==> config.mk <==
export PLATFORM = sky130hd
export DESIGN_NAME = dcc_mixed_ctl
export DESIGN_NICKNAME = d
export VERILOG_FILES = /design/src/rtl/dcc_ctl_pkg.sv /design/src/rtl/dcc_tick_div.sv /design/src/rtl/dcc_bin_step.sv /design/src/rtl/dcc_seq_step.sv /design/src/rtl/dcc_mixed_ctl.sv
export SDC_FILE = /design/constraint.sdc
export NUM_CORES = 1
export LEC_CHECK = 0
export CAP_MARGIN = 40
export CORE_MARGIN = 3
export CORE_UTILIZATION = 59
export CTS_BUF_LIST = sky130_fd_sc_hd__clkbuf_8
export CTS_CLUSTER_DIAMETER = 60
export DETAILED_ROUTE_END_ITERATION = 7
export DONT_BUFFER_PORTS = 1
export PLACE_DENSITY = 0.78
export REMOVE_ABC_BUFFERS = 1
export SYNTH_ARGS = -nofsm -noshare
export SYNTH_HDL_FRONTEND = slang
export SYNTH_SLANG_ARGS = --single-unit
==> constraint.sdc <==
create_clock -name clk -period 1.95 [get_ports clk]
set_input_delay 0.195 -clock clk [delete_from_list [all_inputs] [get_ports clk]]
set_output_delay 0.195 -clock clk [all_outputs]
set_load 0.1 [all_outputs]
==> src/rtl/dcc_ctl_pkg.sv <==
// Package: shared operating-mode type for the duty-correction code controller.
package dcc_ctl_pkg;
    typedef enum logic [1:0] {
        CTL_IDLE = 2'd0,
        CTL_BIN  = 2'd1,
        CTL_SEQ  = 2'd2
    } ctl_mode_e;
endpackage

==> src/rtl/dcc_tick_div.sv <==
// Module: dcc_tick_div
// Free-running divider that produces a one-cycle tick every 2**DIV_BITS clocks.
// Assumes: clear_i restarts the count at zero, so the first tick comes
// 2**DIV_BITS clocks after the clearing edge. No ticks are made while run_i is low.
module dcc_tick_div #(
    parameter int DIV_BITS = 6
) (
    input  logic clk,
    input  logic rst_n,
    input  logic clear_i,
    input  logic run_i,
    output logic tick_o
);
    localparam logic [DIV_BITS-1:0] LAST = '1;

    logic [DIV_BITS-1:0] cnt_q;

    // Count clocks while running; reset and clear return the count to zero.
    always_ff @(posedge clk) begin
        if (!rst_n || clear_i) begin
            cnt_q <= '0;
        end else if (run_i) begin
            cnt_q <= cnt_q + 1'b1;
        end
    end

    // A tick is the last count of each period.
    always_comb begin
        tick_o = run_i && (cnt_q == LAST);
    end
endmodule

==> src/rtl/dcc_bin_step.sv <==
// Module: dcc_bin_step
// One successive-approximation step. It keeps or clears the trial bit marked
// by the one-hot mask, then sets the next lower bit as the new trial.
// Assumes: mask_i is one-hot with a set bit at index 1 or above.
module dcc_bin_step #(
    parameter int W = 8
) (
    input  logic [W-1:0] code_i,
    input  logic [W-1:0] mask_i,
    input  logic         keep_i,
    output logic [W-1:0] code_o,
    output logic [W-1:0] mask_o,
    output logic         last_o
);
    localparam logic [W-1:0] FINAL_MASK = W'(2);

    // Resolve the trial bit and move the trial one place down.
    always_comb begin
        mask_o = mask_i >> 1;
        code_o = (keep_i ? code_i : (code_i & ~mask_i)) | mask_o;
        last_o = (mask_i == FINAL_MASK);
    end
endmodule

==> src/rtl/dcc_seq_step.sv <==
// Module: dcc_seq_step
// One step of the saturating up/down tracking counter.
// Assumes: the caller applies the result only on a slow tick.
module dcc_seq_step #(
    parameter int W = 8
) (
    input  logic [W-1:0] code_i,
    input  logic         up_i,
    output logic [W-1:0] code_o
);
    localparam logic [W-1:0] TOP = '1;
    localparam logic [W-1:0] BOT = '0;

    // Move the code by one LSB, or hold it when it is already at the rail.
    always_comb begin
        if (up_i) begin
            code_o = (code_i == TOP) ? code_i : code_i + 1'b1;
        end else begin
            code_o = (code_i == BOT) ? code_i : code_i - 1'b1;
        end
    end
endmodule

==> src/rtl/dcc_mixed_ctl.sv <==
// Module: dcc_mixed_ctl (top)
// Digital loop controller for a duty-cycle corrector. It runs a binary search
// from mid-scale, then changes by itself into a saturating tracking counter.
// Every update is paced at one per 2**DIV_BITS clocks.
// Assumes: cmp_up is stable by the slow tick. start is a pulse taken only
// while enable is high. The code is kept across a disable.
module dcc_mixed_ctl #(
    parameter int W        = 8,
    parameter int DIV_BITS = 6
) (
    input  logic         clk,
    input  logic         rst_n,
    input  logic         enable,
    input  logic         start,
    input  logic         cmp_up,
    output logic [W-1:0] code,
    output logic [W-1:0] code_n,
    output logic         locked,
    output logic         seq_mode
);
    import dcc_ctl_pkg::*;

    localparam logic [W-1:0] MID = {1'b1, {(W-1){1'b0}}};

    ctl_mode_e    mode_q;
    logic [W-1:0] code_q;
    logic [W-1:0] mask_q;
    logic         locked_q;
    logic         go;
    logic         tick;
    logic         bin_mode;
    logic         run;
    logic [W-1:0] bin_code;
    logic [W-1:0] bin_mask;
    logic         bin_last;
    logic [W-1:0] seq_code;

    // Decode the control conditions that the divider and the register use.
    always_comb begin
        go       = start && enable;
        run      = enable && (mode_q != CTL_IDLE);
        bin_mode = (mode_q == CTL_BIN);
    end

    dcc_tick_div #(.DIV_BITS(DIV_BITS)) div_i (
        .clk     (clk),
        .rst_n   (rst_n),
        .clear_i (go),
        .run_i   (run),
        .tick_o  (tick)
    );

    dcc_bin_step #(.W(W)) bin_i (
        .code_i (code_q),
        .mask_i (mask_q),
        .keep_i (cmp_up),
        .code_o (bin_code),
        .mask_o (bin_mask),
        .last_o (bin_last)
    );

    dcc_seq_step #(.W(W)) seq_i (
        .code_i (code_q),
        .up_i   (cmp_up),
        .code_o (seq_code)
    );

    // Mode, code and lock register: start, idle, search step, count step.
    always_ff @(posedge clk) begin
        if (!rst_n) begin
            mode_q   <= CTL_IDLE;
            code_q   <= MID;
            mask_q   <= MID;
            locked_q <= 1'b0;
        end else if (go) begin
            mode_q   <= CTL_BIN;
            code_q   <= MID;
            mask_q   <= MID;
            locked_q <= 1'b0;
        end else if (!enable) begin
            mode_q   <= CTL_IDLE;
            locked_q <= 1'b0;
        end else if (tick) begin
            case (mode_q)
                CTL_BIN: begin
                    code_q <= bin_code;
                    mask_q <= bin_mask;
                    if (bin_last) begin
                        mode_q   <= CTL_SEQ;
                        locked_q <= 1'b1;
                    end
                end
                CTL_SEQ: code_q <= seq_code;
                default: code_q <= code_q;
            endcase
        end
    end

    // Drive the outputs from the registered state.
    always_comb begin
        code     = code_q;
        code_n   = ~code_q;
        locked   = locked_q;
        seq_mode = (mode_q == CTL_SEQ);
    end
endmodule

# Word-level counts from Yosys, hierarchy flattened
# Cells that the tools add are included.
dict set report word_totals {
  register_bits 24
  input_bits 5
}
dict set report op_classes {
  n_eq_ne 10
  bitwise_logic 6
  n_addsub 3
  reduce_logical 14
  n_mux 10
}
# cell count
set ops {}
lappend ops {{$mux 8} 4}
lappend ops {{$not 8->8} 2}
lappend ops {{$pmux 8 s2} 1}
lappend ops {{$ne 3x1->1 const B} 3}
lappend ops {{$reduce_and 3->1} 3}
lappend ops {{$add 8x1->8 const B} 1}
lappend ops {{$and 8x8->8} 1}
lappend ops {{$eq 8x2->1 const B} 1}
lappend ops {{$eq 8x8->1 const B} 1}
lappend ops {{$logic_not 8->1} 1}
lappend ops {{$or 8x7->8} 1}
lappend ops {{$sub 8x1->8 const B} 1}
lappend ops {{$add 6x1->6 const B} 1}
lappend ops {{$eq 6x6->1 const B} 1}
lappend ops {{$ne 3x3->1 const B} 2}
lappend ops {{$mux 1} 5}
lappend ops {{$reduce_and 5->1} 1}
lappend ops {{$reduce_bool 2->1} 2}
lappend ops {{$logic_and 1x1->1} 3}
lappend ops {{$reduce_or 3->1} 1}
lappend ops {{$eq 2x1->1 const B} 1}
lappend ops {{$eq 2x2->1 const B} 1}
lappend ops {{$not 1->1} 2}
lappend ops {{$reduce_or 2->1} 1}
lappend ops {{2 further kinds} 2}

# Depth between registers and ports, before layout
dict set report logic_depth {
  depth_word 6
  ltp_mapped 8
}

# Cells and area by module
# From an unflattened synthesis, not the netlist that was laid out.
dict set report hier_totals {
  hier_cells 217
  area_unflattened_um2 1691.6
}
# mod cells_per_inst instances area_each_um2 seq_area_each_um2
set by_module_without_submodules {}
lappend by_module_without_submodules {dcc_mixed_ctl 96 1 822.0 360.3}
lappend by_module_without_submodules {dcc_seq_step 64 1 410.4 0.0}
lappend by_module_without_submodules {dcc_tick_div 29 1 266.5 120.1}
lappend by_module_without_submodules {dcc_bin_step 28 1 192.7 0.0}

# Worst setup path before layout
# No wires, ideal clock.
dict set report synth_path {
  path_type {register -> register}
  startpoint {register, netlist name locked}
  endpoint {register code_q[7] (netlist: code[7])}
  t_required_ps 1882
  arrival_ps 2998
  synth_period_minus_slack_ps 3065
  setup_time_ps 68
  path_stages_with_launch 7
  setup_slack_ps -1115
  path_cell_list {dfxtp_1 ha_1 clkbuf_1 clkbuf_1 nand3_1 mux2_2 nand4_1}
}
# element line
set synth_lines {}
lappend synth_lines {{to (signal assigned)} dcc_mixed_ctl.sv:86} ;# code_q <= bin_code;
lappend synth_lines {{to (signal assigned)} dcc_mixed_ctl.sv:93} ;# CTL_SEQ: code_q <= seq_code;
lappend synth_lines {{to (signal assigned)} dcc_mixed_ctl.sv:94} ;# default: code_q <= code_q;
lappend synth_lines {{to (decl)} dcc_mixed_ctl.sv:26} ;# logic [W-1:0] code_q;

# Worst setup path after layout
dict set report layout_path {
  startpoint {register code_q[0] (netlist: code[0])}
  endpoint {register code_q[0] (netlist: code[0])}
}
dict set report layout_between {
  elab_chain_len 4
}
# element line
set layout_rtl {}
lappend layout_rtl {{$sub 8x1->8, or another cell as far along} dcc_seq_step.sv:19} ;# code_o = (code_i == BOT) ? code_i : code_i - 1'b1;
lappend layout_rtl {{$mux 8 (on tied branches)} {dcc_seq_step.sv:19, dcc_bin_step.sv:20, dcc_seq_step.sv:17}}
lappend layout_rtl {{$mux 8 or $or 8x7->8 (tied branches)} {dcc_seq_step.sv:16, dcc_bin_step.sv:20}}
lappend layout_rtl {{$pmux 8 s2} dcc_mixed_ctl.sv:84} ;# case (mode_q)
# Several ways; a longest one is shown, not always the timed one. The select of a mux whose other input is x is not followed.
# A chain may end at the register's enable or synchronous reset.

==> reports/metrics.cfg <==
[floorplan]
initial_core_util = 0.624
dieWidth_um = 57.4
core_area_sq_um = 2500
design.die.area_sq_um = 3300
ios = 23
row_count = 18
die_h_um = 57.4

[route]
viasPerCell = 6.45
route.detailed.drc = 0
wl_met3_um = 453
routedWlPerCell_um = 17.8
wl_met1_um = 1660
antenna_left = 0
dr.first_iter.drc_count = 121
drt-total-wl_um = 4390
dr.pass1.iters = 5
top_layer = met4
wl_met2_um = 2180
vias = 1594

[sta]
timing.fmax_mhz = 508
finalCritPeriodShare = 1.01
rsz0062_at_grt = true
finalClockSkew_ps = 1.39
fin_ws_ps = -18.0
finalMaxSlewViolations = 0
worst_pin_slew_ps = 561
slew_headroom = 0.625
worst_hold_slack_ps = 32.9
fin_crit_ps = 1970
setup-violations-final = 1
timing_hold_violations_final = 0

[flow_run]
maxCapViolations = 0

[clock_tree]
cts.path.max_buffers = 2
h-tree-depth = 1
clock_latency_ps = 270
numCtsBuffers = 3
cts.sinks = 24
clk_pin_slew_ps = 90
cts_tree = built
cts_root_buffer = clkbuf_8

[synth]
synth_edf_count = 0
synth_area_sq_um = 1560
ys_seq_area_frac = 0.308
synth_cell_types = 45
yosysWarnings = 0
syn_avg_cell_area_sq_um = 8.38
ys_seq_elements = 24
synth_cells = 186
async_flop_share = 0
synth_ff_type = dfxtp_1

[hold_path]
hold_depth = 2
hp-class = in2reg
whs_endpoint = mode_q[0]
worstHoldStart = enable

[critical_path]
worstRegToRegCells = 6
crit_type = reg2reg
worstPathRequired_ps = 2120
crit_path_max_incr_delay_ps = 400
worstReg2RegStart = code[0]
reg2reg_slack_ps = -20
crit_chain = buf_4 > or4_1 > nor3_4 > o21ai_1 > nand2_1 > a2111oi_4
startpoint_type = register
cp-end-kind = register
worstReg2RegEnd = code[0]
slowest_stage = a2111oi_4
path_max_fanout = 5
cp.arrival_ps = 2140

[outcome]
status = complete, but fails checks
violations = negative setup slack

[final_layout]
multi_input_area_sq_um = 1090
fin_nets = 234
fill_cells = 160
area_delta_synth_final_pct = 27.2
seqCellArea_sq_um = 488
fin_util = 0.793
final_layout_size_suffix_gt1_frac = 0.258
n_antenna_cell = 0
mostFrequentLayoutCells = 30 x buf_4, 20 x dfxtp_1, 19 x nor2_1
design_area_sq_um = 1980
final_common_cell = buf_4

[power]
leakage_nw = 0.815
power.density_nw_per_um2 = 508
peakVddDrop_mv = 0.496

[placement]
io_buffers = 0
post_dp_cell_area_sq_um = 1810
gp_congestion = 0.969
dp.final_hpwl_um = 3300
dp_slack_ps = -100

[grt]
grtUsageTotal = 0.276
grt_overflow = 0
antenna_found_initial = 0
grt_start_max_net_pins = 15
grt_pass1_wl_um = 7260
grt_pass1_vias = 1578

## state kept, by name (all words and copies together) (netlist names)
register	count
code	8
div_i.cnt_q	6
locked	1
mask_q	8
mode_q	1
## worst max-delay path, delay by kind of cell, from the launching register on
family	cells	cell delay, ps
compound gates	2	790
buf+inv	1	170
flops	1	380
simple gates	3	530
## layer usage
layer  GRT usage  up-vias
li1            -      743
met5           0        -
met2       0.458       85
met1       0.348      756
met3      0.0656       10
met4      0.0960        0
## cell usage after synthesis, types with 2 or more instances
cell type | number | area, sq um
a31oi_1 | 2 | 12.5
clkbuf_1 | 4 | 15.0
xor2_1 | 3 | 26.3
o31a_1 | 2 | 17.5
nand3_1 | 9 | 45.0
a211oi_1 | 3 | 22.5
a21oi_1 | 15 | 75.1
or4_1 | 2 | 15.0
nand2_1 | 12 | 45.0
ha_1 | 10 | 125
xnor2_1 | 4 | 35.0
o21ai_0 | 7 | 35.0
nor2_1 | 19 | 71.3
nand4_1 | 6 | 37.5
nor3_1 | 7 | 35.0
inv_1 | 15 | 56.3
o21a_1 | 2 | 15.0
dfxtp_1 | 24 | 480
o2111ai_1 | 2 | 17.5
or3_1 | 3 | 18.8
mux2i_1 | 10 | 100
a21o_1 | 2 | 15.0
## logic make-up (layout without fill, tap and decap cells)
| logic type | after synthesis | count (layout) | synth area share |
|---|---|---|---|
| multiplexers | 11 | 11 | 0.0714 |
| buffers and inverters | 20 | 51 | 0.0481 |
| AND/OR/NAND/NOR | 68 | 68 | 0.233 |
| flip-flops | 24 | 24 | 0.308 |
| XOR/XNOR | 7 | 7 | 0.0393 |
| adder cells (fa/ha/maj) | 11 | 11 | 0.0931 |
| AO/OA/AOI/OAI | 45 | 45 | 0.207 |
## power by group
group / internal [W] / total (W) / switching [W]
clock network: 0.000275 / 0.000444 / 0.000169
logic: 0.0000280 / 0.0000733 / 0.0000453
registers: 0.000490 / 0.000491 / 0.00000145
## through the flow
stage / setup TNS [ps] / instances / power, W
floorplan: -12960 / 182 / 0.000546
global placement: -24.4 / 242 / 0.000563
detailed placement: -144 / 242 / 0.000567
CTS: 0 / 247 / 0.00100
global route: -91.0 / 247 / 0.00104
finish: -18.0 / 247 / 0.00101
## area by class of cell
type,count,share of cell area
clock buffers,3,0.0208
clock inverters,1,0.0151
inverters,16,0.0322
multi-input cells,142,0.548
flip-flops and latches,24,0.246
well taps,30,0.0189
repair buffers,31,0.119
## repair_timing
action	4_1_cts	5_1_grt
buffers inserted	1	0
gates resized for setup	3	14
endpoints found under the setup margin	3	7
hold buffers	0	0
pin swaps	1	4
## how the worst max path moves through the flow
stage            start      end  slack [ps]  depth (start not counted)
2_1_floorplan   locked  code[4]       -1250                          5
3_3_place_gp    cmp_up  code[4]         -20                          7
3_5_place_dp    cmp_up  code[4]        -100                          7
4_1_cts        code[1]  code[4]           8                          6
5_1_grt        code[0]  code[0]         -30                          6
6_report       code[0]  code[0]         -20                          6
Power figures use the tool's default switching activity.
